**src/rtl/qcrc16_pkg.sv**
```systemverilog
package qcrc16_pkg;
  localparam int WORD_W = 32;
  localparam int NIB_W  = 4;
  localparam int CRC_W  = 16;
  localparam int NIBS_PER_WORD = WORD_W / NIB_W;
  localparam int NIB_IDX_W = $clog2(NIBS_PER_WORD);

  typedef enum logic [1:0] {
    S_IDLE = 2'd0,
    S_WAIT = 2'd1,
    S_RUN  = 2'd2
  } eng_state_t;
endpackage

```
**src/rtl/qcrc16_step.sv**
```systemverilog
module qcrc16_step
  import qcrc16_pkg::*;
(
  input  logic [CRC_W-1:0] chk_in,
  input  logic [NIB_W-1:0] nib_in,
  output logic [CRC_W-1:0] chk_out
);
  logic [NIB_W-1:0] fold;

  always_comb begin
    fold    = chk_in[CRC_W-1 -: NIB_W] ^ nib_in;
    chk_out = {chk_in[CRC_W-NIB_W-1:0], {NIB_W{1'b0}}}
            ^ {fold, 12'h000}
            ^ {7'b0, fold, 5'b0}
            ^ {12'h000, fold};
  end
endmodule

```
**src/rtl/qcrc16_ctrl.sv**
```systemverilog
module qcrc16_ctrl
  import qcrc16_pkg::*;
#(
  parameter int CNT_W = 8
) (
  input  logic             clk,
  input  logic             rst_n,
  input  logic             start,
  input  logic [CNT_W-1:0] qcount,
  input  logic             in_valid,
  output logic             in_ready,
  output logic             busy,
  output logic             done,
  output logic             clr_en,
  output logic             load_en,
  output logic             step_en
);
  localparam logic [NIB_IDX_W-1:0] LAST_NIB = NIB_IDX_W'(NIBS_PER_WORD - 1);

  eng_state_t             st_q, st_d;
  logic [CNT_W-1:0]       rem_q, rem_d;
  logic [NIB_IDX_W-1:0]   nib_q, nib_d;
  logic                   done_q, done_d;

  always_comb begin
    st_d    = st_q;
    rem_d   = rem_q;
    nib_d   = nib_q;
    done_d  = done_q;
    clr_en  = 1'b0;
    load_en = 1'b0;
    step_en = 1'b0;
    unique case (st_q)
      S_IDLE: begin
        if (start) begin
          clr_en = 1'b1;
          if (qcount == '0) begin
            done_d = 1'b1;
          end else begin
            done_d = 1'b0;
            rem_d  = qcount;
            st_d   = S_WAIT;
          end
        end
      end
      S_WAIT: begin
        if (in_valid) begin
          load_en = 1'b1;
          nib_d   = '0;
          st_d    = S_RUN;
        end
      end
      S_RUN: begin
        step_en = 1'b1;
        nib_d   = nib_q + 1'b1;
        if (nib_q == LAST_NIB) begin
          rem_d = rem_q - 1'b1;
          if (rem_q == CNT_W'(1)) begin
            st_d   = S_IDLE;
            done_d = 1'b1;
          end else begin
            st_d = S_WAIT;
          end
        end
      end
      default: st_d = S_IDLE;
    endcase
  end

  always_ff @(posedge clk or negedge rst_n) begin
    if (!rst_n) begin
      st_q   <= S_IDLE;
      rem_q  <= '0;
      nib_q  <= '0;
      done_q <= 1'b0;
    end else begin
      st_q   <= st_d;
      rem_q  <= rem_d;
      nib_q  <= nib_d;
      done_q <= done_d;
    end
  end

  assign in_ready = (st_q == S_WAIT);
  assign busy     = (st_q != S_IDLE);
  assign done     = done_q;


  run_len_chk: assert property (@(posedge clk) disable iff (!rst_n)
    (st_q == S_RUN && nib_q != LAST_NIB) |=> (st_q == S_RUN));


  ready_busy_chk: assert property (@(posedge clk) disable iff (!rst_n)
    in_ready |-> busy);


  done_idle_chk: assert property (@(posedge clk) disable iff (!rst_n)
    !(done && busy));


  zero_count_chk: assert property (@(posedge clk) disable iff (!rst_n)
    (start && !busy && qcount == '0) |=> (done && !busy));


  start_busy_chk: assert property (@(posedge clk) disable iff (!rst_n)
    (start && st_q == S_WAIT) |=> busy);
endmodule

```
**src/rtl/qcrc16_dp.sv**
```systemverilog
module qcrc16_dp
  import qcrc16_pkg::*;
(
  input  logic              clk,
  input  logic              rst_n,
  input  logic              clr_en,
  input  logic              load_en,
  input  logic              step_en,
  input  logic [WORD_W-1:0] in_data,
  output logic [CRC_W-1:0]  chk
);
  logic [WORD_W-1:0] word_q, word_d;
  logic [CRC_W-1:0]  chk_q, chk_d;
  logic [CRC_W-1:0]  chk_next;

  qcrc16_step u_step (
    .chk_in  (chk_q),
    .nib_in  (word_q[WORD_W-1 -: NIB_W]),
    .chk_out (chk_next)
  );

  always_comb begin
    word_d = word_q;
    chk_d  = chk_q;
    if (clr_en)  chk_d = '0;
    if (load_en) word_d = in_data;
    if (step_en) begin
      chk_d  = chk_next;
      word_d = {word_q[WORD_W-NIB_W-1:0], {NIB_W{1'b0}}};
    end
  end

  always_ff @(posedge clk or negedge rst_n) begin
    if (!rst_n) begin
      word_q <= '0;
      chk_q  <= '0;
    end else begin
      word_q <= word_d;
      chk_q  <= chk_d;
    end
  end

  assign chk = chk_q;


  hold_chk: assert property (@(posedge clk) disable iff (!rst_n)
    (!step_en && !clr_en) |=> $stable(chk_q));


  clear_chk: assert property (@(posedge clk) disable iff (!rst_n)
    clr_en |=> (chk_q == '0));
endmodule

```
**src/rtl/qcrc16_engine.sv**
```systemverilog
module qcrc16_engine
  import qcrc16_pkg::*;
#(
  parameter int CNT_W = 8
) (
  input  logic             clk,
  input  logic             rst_n,
  input  logic             start,
  input  logic [CNT_W-1:0] qcount,
  input  logic             in_valid,
  input  logic [31:0]      in_data,
  output logic             in_ready,
  output logic             busy,
  output logic             done,
  output logic [15:0]      crc_out
);
  logic clr_en, load_en, step_en;

  qcrc16_ctrl #(.CNT_W(CNT_W)) u_ctrl (
    .clk      (clk),
    .rst_n    (rst_n),
    .start    (start),
    .qcount   (qcount),
    .in_valid (in_valid),
    .in_ready (in_ready),
    .busy     (busy),
    .done     (done),
    .clr_en   (clr_en),
    .load_en  (load_en),
    .step_en  (step_en)
  );

  qcrc16_dp u_dp (
    .clk     (clk),
    .rst_n   (rst_n),
    .clr_en  (clr_en),
    .load_en (load_en),
    .step_en (step_en),
    .in_data (in_data),
    .chk     (crc_out)
  );


  result_hold_chk: assert property (@(posedge clk) disable iff (!rst_n)
    (done && !start) |=> (done && $stable(crc_out)));
endmodule

```
**config.mk**
```make
export PLATFORM = sky130hd
export DESIGN_NAME = qcrc16_engine
export DESIGN_NICKNAME = d
export VERILOG_FILES = /design/src/rtl/qcrc16_pkg.sv /design/src/rtl/qcrc16_step.sv /design/src/rtl/qcrc16_ctrl.sv /design/src/rtl/qcrc16_dp.sv /design/src/rtl/qcrc16_engine.sv
export SDC_FILE = /design/constraint.sdc
export NUM_CORES = 1
export LEC_CHECK = 0
export BUFFER_PORTS_ARGS = -buffer_cell sky130_fd_sc_hd__buf_4
export CAP_MARGIN = 5
export CELL_PAD_IN_SITES_DETAIL_PLACEMENT = 0
export CELL_PAD_IN_SITES_GLOBAL_PLACEMENT = 1
export CORE_MARGIN = 1.5
export CORE_UTILIZATION = 30
export DETAILED_ROUTE_END_ITERATION = 12
export PLACE_DENSITY_LB_ADDON = 0.1
export SYNTH_ARGS = -nofsm -noshare
export SYNTH_HDL_FRONTEND = slang
export SYNTH_SLANG_ARGS = --single-unit
```
**constraint.sdc**
```tcl
create_clock -name clk -period 1.7 [get_ports clk]
set_clock_uncertainty 0.15 [all_clocks]
set_input_delay 0 -clock clk [delete_from_list [all_inputs] [get_ports clk]]
set_output_delay 0 -clock clk [all_outputs]
set_load 0.03 [all_outputs]
```
== Word-level counts from Yosys, hierarchy flattened ==
Cells that the tools add are included.

* Add/subtract/negate cells: 2
* Equality and inequality tests: 9
* Mux-type cells: 26
* Bitwise logic cells: 4
* Reduce and logical (&&, ||, !) cells: 11

{| class="wikitable"
|+ Operators by type and width
! cell !! number
|-
| $mux 32 || 2
|-
| $mux 16 || 2
|-
| $mux 8 || 3
|-
| $pmux 8 s2 || 1
|-
| $xor 16x16->16 || 1
|-
| $xor 16x4->16 || 1
|-
| $xor 16x9->16 || 1
|-
| $reduce_and 4->1 || 3
|-
| $mux 1 || 10
|-
| $reduce_bool 2->1 || 5
|-
| $eq 8x1->1 const B || 1
|-
| $logic_not 8->1 || 1
|-
| $mux 2 || 4
|-
| $sub 8x1->8 const B || 1
|-
| $ne 2x2->1 const B || 3
|-
| $pmux 2 s3 || 1
|-
| $pmux 3 s2 || 1
|-
| $ne 2x1->1 const B || 2
|-
| $xor 4x4->4 || 1
|-
| $add 3x1->3 const B || 1
|-
| $eq 3x3->1 const B || 1
|-
| $mux 3 || 1
|-
| $eq 2x1->1 const B || 1
|-
| $eq 2x2->1 const B || 1
|-
| other kinds (3) || 3
|}

* Bits in registers: 62
* Bits of input ports: 44
* Output and inout port bits: 19
* Logic and storage cells: 58

== Logic depth before layout (Yosys ltp) ==
Gate-level depths: netlist of run 1.

* Depth after elaboration: 5
* Mapped depth: 7

== Hierarchy ==
A second synthesis of run 1 with hierarchy kept.

* Cell total of the unflattened synthesis: 282
* Area, all modules: 3150.5 µm²

{| class="wikitable"
|+ Modules (own cells, without submodules)
! module !! instances !! cells each !! area each (µm²) !! seq. area each (µm²)
|-
| qcrc16_dp || 1 || 170 || 2031.9 || 1201.2
|-
| qcrc16_ctrl || 1 || 96 || 863.3 || 350.3
|-
| qcrc16_step || 1 || 16 || 255.2 || 0.0
|}

== Worst setup path before layout of run 1 ==
No wires, ideal clock.

* Path type: reg2reg
* Start: register u_ctrl.st_q[1]
* End: register u_dp.word_q[23]
* Arrival: 1519 ps
* Data required time: 1417 ps
* Path slack: -102 ps
* Stages on the path, launching flop included: 6
* Buffers on the path: 1
* Period minus slack after synthesis: 1802 ps
* Cell sequence: dfrtp_1 > nor2b_1 > nand2_1 > buf_2 > mux2i_1 > o21ai_0

* Word-level cells in the longest chain between the ends: 3

{| class="wikitable"
|+ Ends and longest elaborated chain
! item !! RTL line !! RTL
|-
| start, declared || qcrc16_ctrl.sv:20 || <nowiki>eng_state_t st_q, st_d;</nowiki>
|-
| start signal, assigned || qcrc16_ctrl.sv:77 || <nowiki>st_q <= st_d;</nowiki>
|-
| $eq 2x1->1 || n/a ||
|-
| named net in_ready || qcrc16_engine.sv:12 || <nowiki>output logic in_ready,</nowiki>
|-
| $mux 1 || qcrc16_ctrl.sv:33 || <nowiki>unique case (st_q)</nowiki>
|-
| $reduce_bool 2->1 (no line) || n/a ||
|-
| end signal, assigned || qcrc16_dp.sv:38 || <nowiki>word_q <= word_d;</nowiki>
|-
| end, declared || qcrc16_dp.sv:12 || <nowiki>logic [WORD_W-1:0] word_q, word_d;</nowiki>
|}

The timed path passes the listed nets, and every way through them passes these cells.
A chain may end at the register's enable or synchronous reset.

== Final worst setup path of run 1 ==
* Start: register u_ctrl.nib_q[0]
* End: register u_ctrl.rem_q[2]

* Word-level cells in the longest chain between the ends: 3

{| class="wikitable"
|+ Ends and longest elaborated chain
! item !! RTL line !! RTL
|-
| start, declared || qcrc16_ctrl.sv:22 || <nowiki>logic [NIB_IDX_W-1:0] nib_q, nib_d;</nowiki>
|-
| start signal, assigned || qcrc16_ctrl.sv:79 || <nowiki>nib_q <= nib_d;</nowiki>
|-
| $eq 3x3->1 || qcrc16_ctrl.sv:56 || <nowiki>if (nib_q == LAST_NIB) begin</nowiki>
|-
| $ne 2x1->1 (no line) || n/a ||
|-
| $reduce_and 4->1 (no line) || n/a ||
|-
| end signal, assigned || qcrc16_ctrl.sv:78 || <nowiki>rem_q <= rem_d;</nowiki>
|-
| end, declared || qcrc16_ctrl.sv:21 || <nowiki>logic [CNT_W-1:0] rem_q, rem_d;</nowiki>
|}

No other way between the ends.

==> results.md, run 1 <==
- Outcome: finished clean
- Nets: 481
- Fmax: 0.609 GHz
- Largest net degree at the start of global routing: 41
- FP Rows: 36
- IO Port Bufs: 62
- CTS tree: built
- Worst slew pin tran: 0.460 ns
- First-pass GRT wire length: 13.0 mm
- Final Wtd Congestion: 0.813
- Min Hold Slack: 0.0221 ns
- Hold Crit Class: in2reg
- Starting DRT DRC Count: 93
- CP max stage delay: 0.40 ns
- Worst-path clk slew: 0.08 ns
- Yosys reg bits: 62
- RSZ-0062 raised after global routing: true
- Final-report hold violation count: 0
- Crit path cell chain: ha_1 -> ha_2 -> and4b_2 -> buf_4 -> a211oi_2
- Tcrit/Tclk final: 96.6%
- Setup TNS: 0 ns
- Crit-path slowest cell: dfrtp_1
- Grt total ovfl: 0
- Clk sink count: 62
- Post-route design area: 4530 um2
- Dominant synthesized flop cell: dfrtp_1
- Wirelength per Cell: 14.0 um
- Asr flop ratio synth: 100%
- Synth unique cells: 42
- CTS Buffer Depth: 2
- Core area: 9770 um2
- Slew margin rel.: 69.3%
- Post-synthesis cell area: 3030 um2
- H-tree levels: 3
- Syn. warnings: 0
- Initial antenna violation count: 0
- DRC viols: 0
- Die height: 103 um
- Peak VDD IR: 0.000541 V
- DRT Pass-1 Iters: 4
- Sequential-to-total area share from yosys stat: 51.2%
- Max Cap Viol: 0
- Vias: 2675
- Tmin final: 1.64 ns
- Post-synth EDFFs: 0
- Leakage dissipation: 2.21 nW
- # IOs: 63
- Crit path launch type: register
- Post-Route WL: 8.01 mm
- Worst path required time: 1.81 ns
- Die area: 10700 um2
- PwrDens: 1570 nW/um2
- CP max FO: 5
- Num CTS Buffers: 9
- Clk root buf: clkbuf_8
- Number of diodes: 0
- Syn Nets: 355
- Initial Util: 31.0%
- Critical Path AT: 1.75 ns
- Share of layout cells above drive strength 1: 28.1%
- Kind of end point of the critical path: register
- Die Span X: 103 um
- Synth Instances: 307
- Area delta synth->final: 49.6%
- Syn avg cell area: 9.87 um2
- Worst-skew pair later-pin latency: 0.33 ns
- Gr usage total: 15.7%
- Layout fillers: 973
- Vias in the first global route: 2631
- ANT nets after route: 0
- WS Path Type: reg2reg
- Placed Area: 3780 um2
- Fin. max-slew vios: 0
- Placed wire-length estimate: 5.31 mm
- Drt via density: 4.68
- Final setup violating endpoints: 0
power breakdown:
group          total [mW]  leakage (nW)  internal [mW]  switching [mW]
sequential           2.56         0.789           2.10           0.460
combinational        3.22          1.32           1.47            1.75
clock                1.32         0.102          0.712           0.609
flip-flops by register name (all words and copies together), names as in the netlist:
signal,count
u_dp.word_q,32
u_ctrl.nib_q,3
u_ctrl.done,1
u_ctrl.rem_q,8
u_dp.chk,16
u_ctrl.st_q,2
kinds of logic after synthesis:
family          Yosys count  share of synthesized area [%]
compound gates           83                           16.1
xor+xnor                 12                           3.47
fa+ha+maj                 4                           1.65
buf+inv                  25                           3.80
flops                    62                           51.2
mux                      28                           9.25
simple gates             93                           14.5
cells in the final DEF, fill, tap and decap left out, drive strengths merged, types with 2 or more instances in the layout:
| cell type | netlist | routed |
|---|---|---|
| clkbuf | 7 | 12 |
| a211oi | 2 | 2 |
| nor3 | 4 | 4 |
| buf | 11 | 87 |
| a21oi | 7 | 7 |
| xor2 | 8 | 8 |
| xnor2 | 4 | 4 |
| dlygate4sd3 | 0 | 44 |
| a22o | 4 | 4 |
| nand4 | 2 | 2 |
| dfrtp | 62 | 62 |
| o21ai | 58 | 58 |
| nand2b | 2 | 2 |
| nand2 | 50 | 50 |
| nor2 | 12 | 12 |
| nand3 | 12 | 12 |
| ha | 4 | 4 |
| nor4 | 4 | 4 |
| inv | 7 | 7 |
| clkinv | 0 | 4 |
| mux2i | 28 | 28 |
Yosys cell counts, types with 7 or more instances:
cell type | n | share of area [%]
xor2_1 | 8 | 2.3
dfrtp_1 | 62 | 51
a21oi_1 | 7 | 1.2
nor2_1 | 12 | 1.5
mux2i_1 | 28 | 9.3
o21ai_0 | 50 | 8.3
o21ai_1 | 8 | 1.3
nand3_1 | 12 | 2.0
inv_1 | 7 | 0.87
nand2_1 | 50 | 6.2
buf_2 | 8 | 1.3
clkbuf_1 | 7 | 0.87
area by class of cell:
type                       count  area [um2]  area share (%)
multi-input combinational    220        1410            31.1
clock inverter                 6        61.3            1.35
sequential                    62        1550            34.3
tap                          133         166            3.67
inverter                       7        26.3           0.580
timing repair buffer         133        1180            26.0
clock buffer                  10         138            3.04
worst max-delay path, delay by kind of cell, from the launching register on:
| family | cells | cell delay, ns |
|---|---|---|
| buf+inv | 1 | 0.14 |
| fa+ha+maj | 2 | 0.40 |
| flops | 1 | 0.40 |
| simple gates | 1 | 0.28 |
| compound gates | 1 | 0.19 |
metal layers:
layer / vias up / track usage, % / part of all wire, %
met2: 49 / 25.2 / 47
met1: 1286 / 21.4 / 48
met5: - / 0 / 0
met3: 8 / 3.29 / 3.4
met4: 0 / 4.99 / 1.0
li1: 1332 / - / -
worst paths after layout:
path / to / depth (start not counted) / startpoint / slack [ns]
min in group asynchronous: u_dp.chk[6]$_DFFE_PN0P_ / 3 / rst_n / 0.52
worst min register to register: u_dp.word_q[31]$_DFFE_PN0P_ / 2 / u_dp.word_q[27]$_DFFE_PN0P_ / 0.33
worst min-delay path: u_ctrl.st_q[0]$_DFFE_PN0P_ / 5 / qcount[1] / 0.02
max in group asynchronous: u_dp.word_q[4]$_DFFE_PN0P_ / 4 / rst_n / 0.33
worst max-delay path: u_ctrl.rem_q[2]$_DFFE_PN0P_ / 5 / u_ctrl.nib_q[0]$_DFFE_PN0P_ / 0.06
worst max register to register: u_ctrl.rem_q[2]$_DFFE_PN0P_ / 5 / u_ctrl.nib_q[0]$_DFFE_PN0P_ / 0.06
metrics by stage:
step | util (%) | power, mW | instances | setup slack [ns]
finish | 46.4 | 7.11 | 571 | 0.0585
global route | 46.4 | 7.67 | 571 | -0.00438
CTS | 45.3 | 7.08 | 568 | 0.00685
detailed placement | 38.7 | 5.63 | 508 | 0.0492
global placement | 38.7 | 5.60 | 508 | 0.0695
floorplan | - | 4.52 | 307 | 0.00390
timing repair:
action | in CTS | in global routing
hold buffers | 44 | 0
hold endpoints to repair | 104 | 0
gates resized for setup | 0 | 15
endpoints found under the setup margin | 0 | 28
setup buffers | 0 | 1
(Power assumes the default switching activity.)
==> run 2: changes to the inputs <==
SYNTH_HIERARCHICAL = 1   (was not set)
==> results.md, run 2 <==
- Outcome: finished with violations (was finished clean)
- Failing checks: setup timing
- CTS Buffer Depth: 2 (unchanged)
- Sequential-to-total area share from yosys stat: 49.2% (was 51.2%)
- Share of layout cells above drive strength 1: 30.2% (was 28.1%)
- Yosys top cell by area: dfrtp_1 (unchanged)
- Syn avg cell area: 11.2 um2 (was 9.87 um2)
- Initial Util: 30.7% (was 31.0%)
- Core area: 10300 um2 (was 9770 um2)
- Clk sink count: 62 (unchanged)
- Clk root buf: clkbuf_8 (unchanged)
- Inst Count DP: 487 (was 508)
- Worst-skew pair later-pin latency: 0.33 ns (about the same)
- Final setup violating endpoints: 3 (was 0)
- Global-route met3 utilization: 3.46% (was 3.29%)
- Starting DRT DRC Count: 73 (was 93)
- Kind of end point of the critical path: register (unchanged)
- Post-synth EDFFs: 0 (unchanged)
- Final Wtd Congestion: 0.819 (was 0.813)
- Initial antenna violation count: 0 (unchanged)
- Critical Path AT: 1.83 ns (was 1.75 ns)
- ANT nets after route: 0 (unchanged)
- Synth Instances: 282 (was 307)
- Setup TNS: -0.106 ns (was 0 ns)
- Max Cap Viol: 0 (unchanged)
- Max FFs per register: 32 (unchanged)
- Final Instance Count excl. Fillers: 546 (was 571)
- Syn. warnings: 6 (was 0)
- H-tree levels: 3 (unchanged)
- WS Path Type: reg2reg (unchanged)
- IO Port Bufs: 62 (unchanged)
- Final-report hold violation count: 0 (unchanged)
- Synth unique cells: 40 (was 42)
- Wirelength per Cell: 14.2 um (was 14.0 um)
- M1 GR Usage: 20.7% (was 21.4%)
- Post-synthesis cell area: 3150 um2 (was 3030 um2)
- Placed wire-length estimate: 5.17 mm (was 5.31 mm)
- Largest net degree at the start of global routing: 44 (was 41)
- Yosys top cell area share: 49.2% (was 51.2%)
- Layout fillers: 1007 (was 973)
- Area delta synth->final: 46.6% (was 49.6%)
- Nets: 454 (was 481)
- Peak VDD IR: 0.000761 V (was 0.000541 V)
- CP Capture Point: u_ctrl/st_q[0]$_DFFE_PN0P_ (was u_ctrl.rem_q[2]$_DFFE_PN0P_)
- Yosys reg bits: 62 (unchanged)
- DRC viols: 0 (unchanged)
- Drt via density: 4.65 (was 4.68)
- Reg2reg end: u_ctrl/st_q[0]$_DFFE_PN0P_ (was u_ctrl.rem_q[2]$_DFFE_PN0P_)
- Tmin final: 1.77 ns (was 1.64 ns)
- Grt total ovfl: 0 (unchanged)
- Commonest non-fill, non-tap cell in the layout: buf_4 (unchanged)
- CP max stage delay: 0.57 ns (was 0.40 ns)
- Worst-path clk slew: 0.07 ns (was 0.08 ns)
- RR Startpoint: u_ctrl/rem_q[3]$_DFFE_PN0P_ (was u_ctrl.nib_q[0]$_DFFE_PN0P_)
- Most flops, register: u_dp/word_q (was u_dp.word_q)
- FP Rows: 37 (was 36)
- First-pass GRT wire length: 12.9 mm (was 13.0 mm)
- Crit path launch type: register (unchanged)
- GRT busiest layer: met2 (unchanged)
- Post-Route WL: 7.77 mm (was 8.01 mm)
- CP max FO: 3 (was 5)
- Die Span X: 105 um (was 103 um)
- Fin. max-slew vios: 0 (unchanged)
- R2r setup slk: -0.07 ns (was 0.06 ns)
- Commonest cells in the netlist: dfrtp_1 (62), nand2_1 (37), mux2i_1 (33) (was dfrtp_1 (62), nand2_1 (50), o21ai_0 (50))
- RSZ-0062 raised after global routing: true (unchanged)
- Cell with the most instances after synthesis: dfrtp_1 (unchanged)
- Finished Core Util: 44.9% (was 46.4%)
- Asr flop ratio synth: 100% (unchanged)
- Tcrit/Tclk final: 104% (was 96.6%)
- Worst slew pin tran: 0.401 ns (was 0.460 ns)
- Slew margin rel.: 73.2% (was 69.3%)
- Worst r2r path cells: 4 (was 5)
- Num CTS Buffers: 9 (unchanged)
- Tot Pwr: 7.79 mW (was 7.11 mW)
- Syn Nets: 330 (was 355)
- Hold Crit Class: in2async (was in2reg)
- Crit path cell chain: or4_4 -> nor4b_4 -> nor2_1 -> a211o_1 (was ha_1 -> ha_2 -> and4b_2 -> buf_4 -> a211oi_2)
- Gr usage total: 14.9% (was 15.7%)
- Leakage dissipation: 2.08 nW (was 2.21 nW)
- Commonest non-fill, non-tap cells in the layout: buf_4 (85), dfrtp_1 (62), dlygate4sd3_1 (42) (was buf_4 (82), dfrtp_1 (61), nand2_1 (49))
- CTS tree: built (unchanged)
- Number of diodes: 0 (unchanged)
- PwrDens: 1690 nW/um2 (was 1570 nW/um2)
- Fmax: 0.566 GHz (was 0.609 GHz)
- Worst path required time: 1.77 ns (was 1.81 ns)
- DRT Pass-1 Iters: 4 (unchanged)
- Critical path origin: u_ctrl/rem_q[3]$_DFFE_PN0P_ (was u_ctrl.nib_q[0]$_DFFE_PN0P_)
- Die height: 105 um (was 103 um)
- # IOs: 63 (unchanged)
- Dominant synthesized flop cell: dfrtp_1 (unchanged)
- Vias: 2538 (was 2675)
- Setup WS pre-CTS: -0.0649 ns (was 0.0492 ns)
- Crit-path slowest cell: or4_4 (was dfrtp_1)
- Routing usage on met2: 23.0% (was 25.2%)
- Largest cells by area after synthesis: dfrtp_1 (49%), mux2i_1 (10%), xor3_1 (6.0%) (was dfrtp_1 (51%), mux2i_1 (9.3%), o21ai_0 (8.3%))
- Vias in the first global route: 2589 (was 2631)
- Die area: 11100 um2 (was 10700 um2)
- Final worst slack: -0.0663 ns (was 0.0585 ns)
## run 2: changes by cell type after synthesis, sizes merged, moves of 3 or more
cell | before | now
xor3 | 0 | 8
o2bb2ai | 0 | 3
nand2 | 50 | 37
buf | 11 | 17
o21ai | 58 | 35
xor2 | 8 | 4
clkbuf | 7 | 4
xnor2 | 4 | 0
a22o | 4 | 16
mux2i | 28 | 33
nand3 | 12 | 3
## run 2: logic make-up (layout without fill, tap and decap cells)
kind of cell               count (synthesis)  after routing  share of synthesized area, %
and+or+nand+nor                           72             72                          11.3
adders and majority gates                  4              4                          1.59
DFF                                       62             62                          49.2
xor gates and xnor gates                  12             12                          7.15
buffers and inverters                     28            156                          5.64
AOI/OAI and AO/OA                         71             71                          14.6
muxes                                     33             33                          10.5
## run 2: worst min path at each step
stage	startpoint	to	slack, ns	cells past startpoint
finish	rst_n	u_dp/word_q[26]$_DFFE_PN0P_	0.07	3
detailed placement	rst_n	u_ctrl/rem_q[0]$_DFFE_PN0P_	-0.21	1
global placement	rst_n	u_ctrl/rem_q[1]$_DFFE_PN0P_	-0.21	1
floorplan	rst_n	u_ctrl/done$_DFFE_PN0P_	-0.45	0
CTS	rst_n	u_dp/word_q[26]$_DFFE_PN0P_	0.07	3
global route	rst_n	u_dp/word_q[26]$_DFFE_PN0P_	0.07	3
## run 2: metrics by stage
| step | hold WS, ns | cell area, um2 |
|---|---|---|
| after detailed placement | -0.209 | 3920 |
| after global placement | -0.210 | 3920 |
| after floorplan | -0.446 | 3180 |
| final | 0.0706 | 4620 |
| after CTS | 0.0739 | 4580 |
| after global routing | 0.0687 | 4620 |
## run 2: layout make-up
cell class	count	area (um2)	share of cell area, %
clock buffers	12	155	3.36
repair buffers	134	1190	25.8
clock inverters	3	43.8	0.948
flip-flops and latches	62	1550	33.6
well taps	136	170	3.68
multi-input cells	192	1480	32.1
inverters	7	26.3	0.569
## run 2: routing by layer
| layer | part of all wire, % | vias up |
|---|---|---|
| li1 | - | 1252 |
| met1 | 49 | 1236 |
| met2 | 46 | 44 |
| met3 | 3.6 | 6 |
| met4 | 0.95 | 0 |
| met5 | 0 | - |
## run 2: where the power goes
| group | internal, mW | switching, mW |
|---|---|---|
| sequential | 2.14 | 0.530 |
| combinational | 1.97 | 1.82 |
| clock | 0.751 | 0.573 |
| total | 4.87 | 2.92 |
## run 2: timing repair
action                                  4_1_cts  5_1_grt
endpoints found under the setup margin       24       33
endpoints found under the hold margin       107        0
gates resized for setup                       7        7
pin swaps                                     1        0
hold buffers                                 43        0
setup buffers                                 0        1
## run 2: critical path, delay by kind of cell (launching register included)
kind	cells	cell delay (ns)
flops	1	0.38
simple gates	3	0.89
compound gates	1	0.23
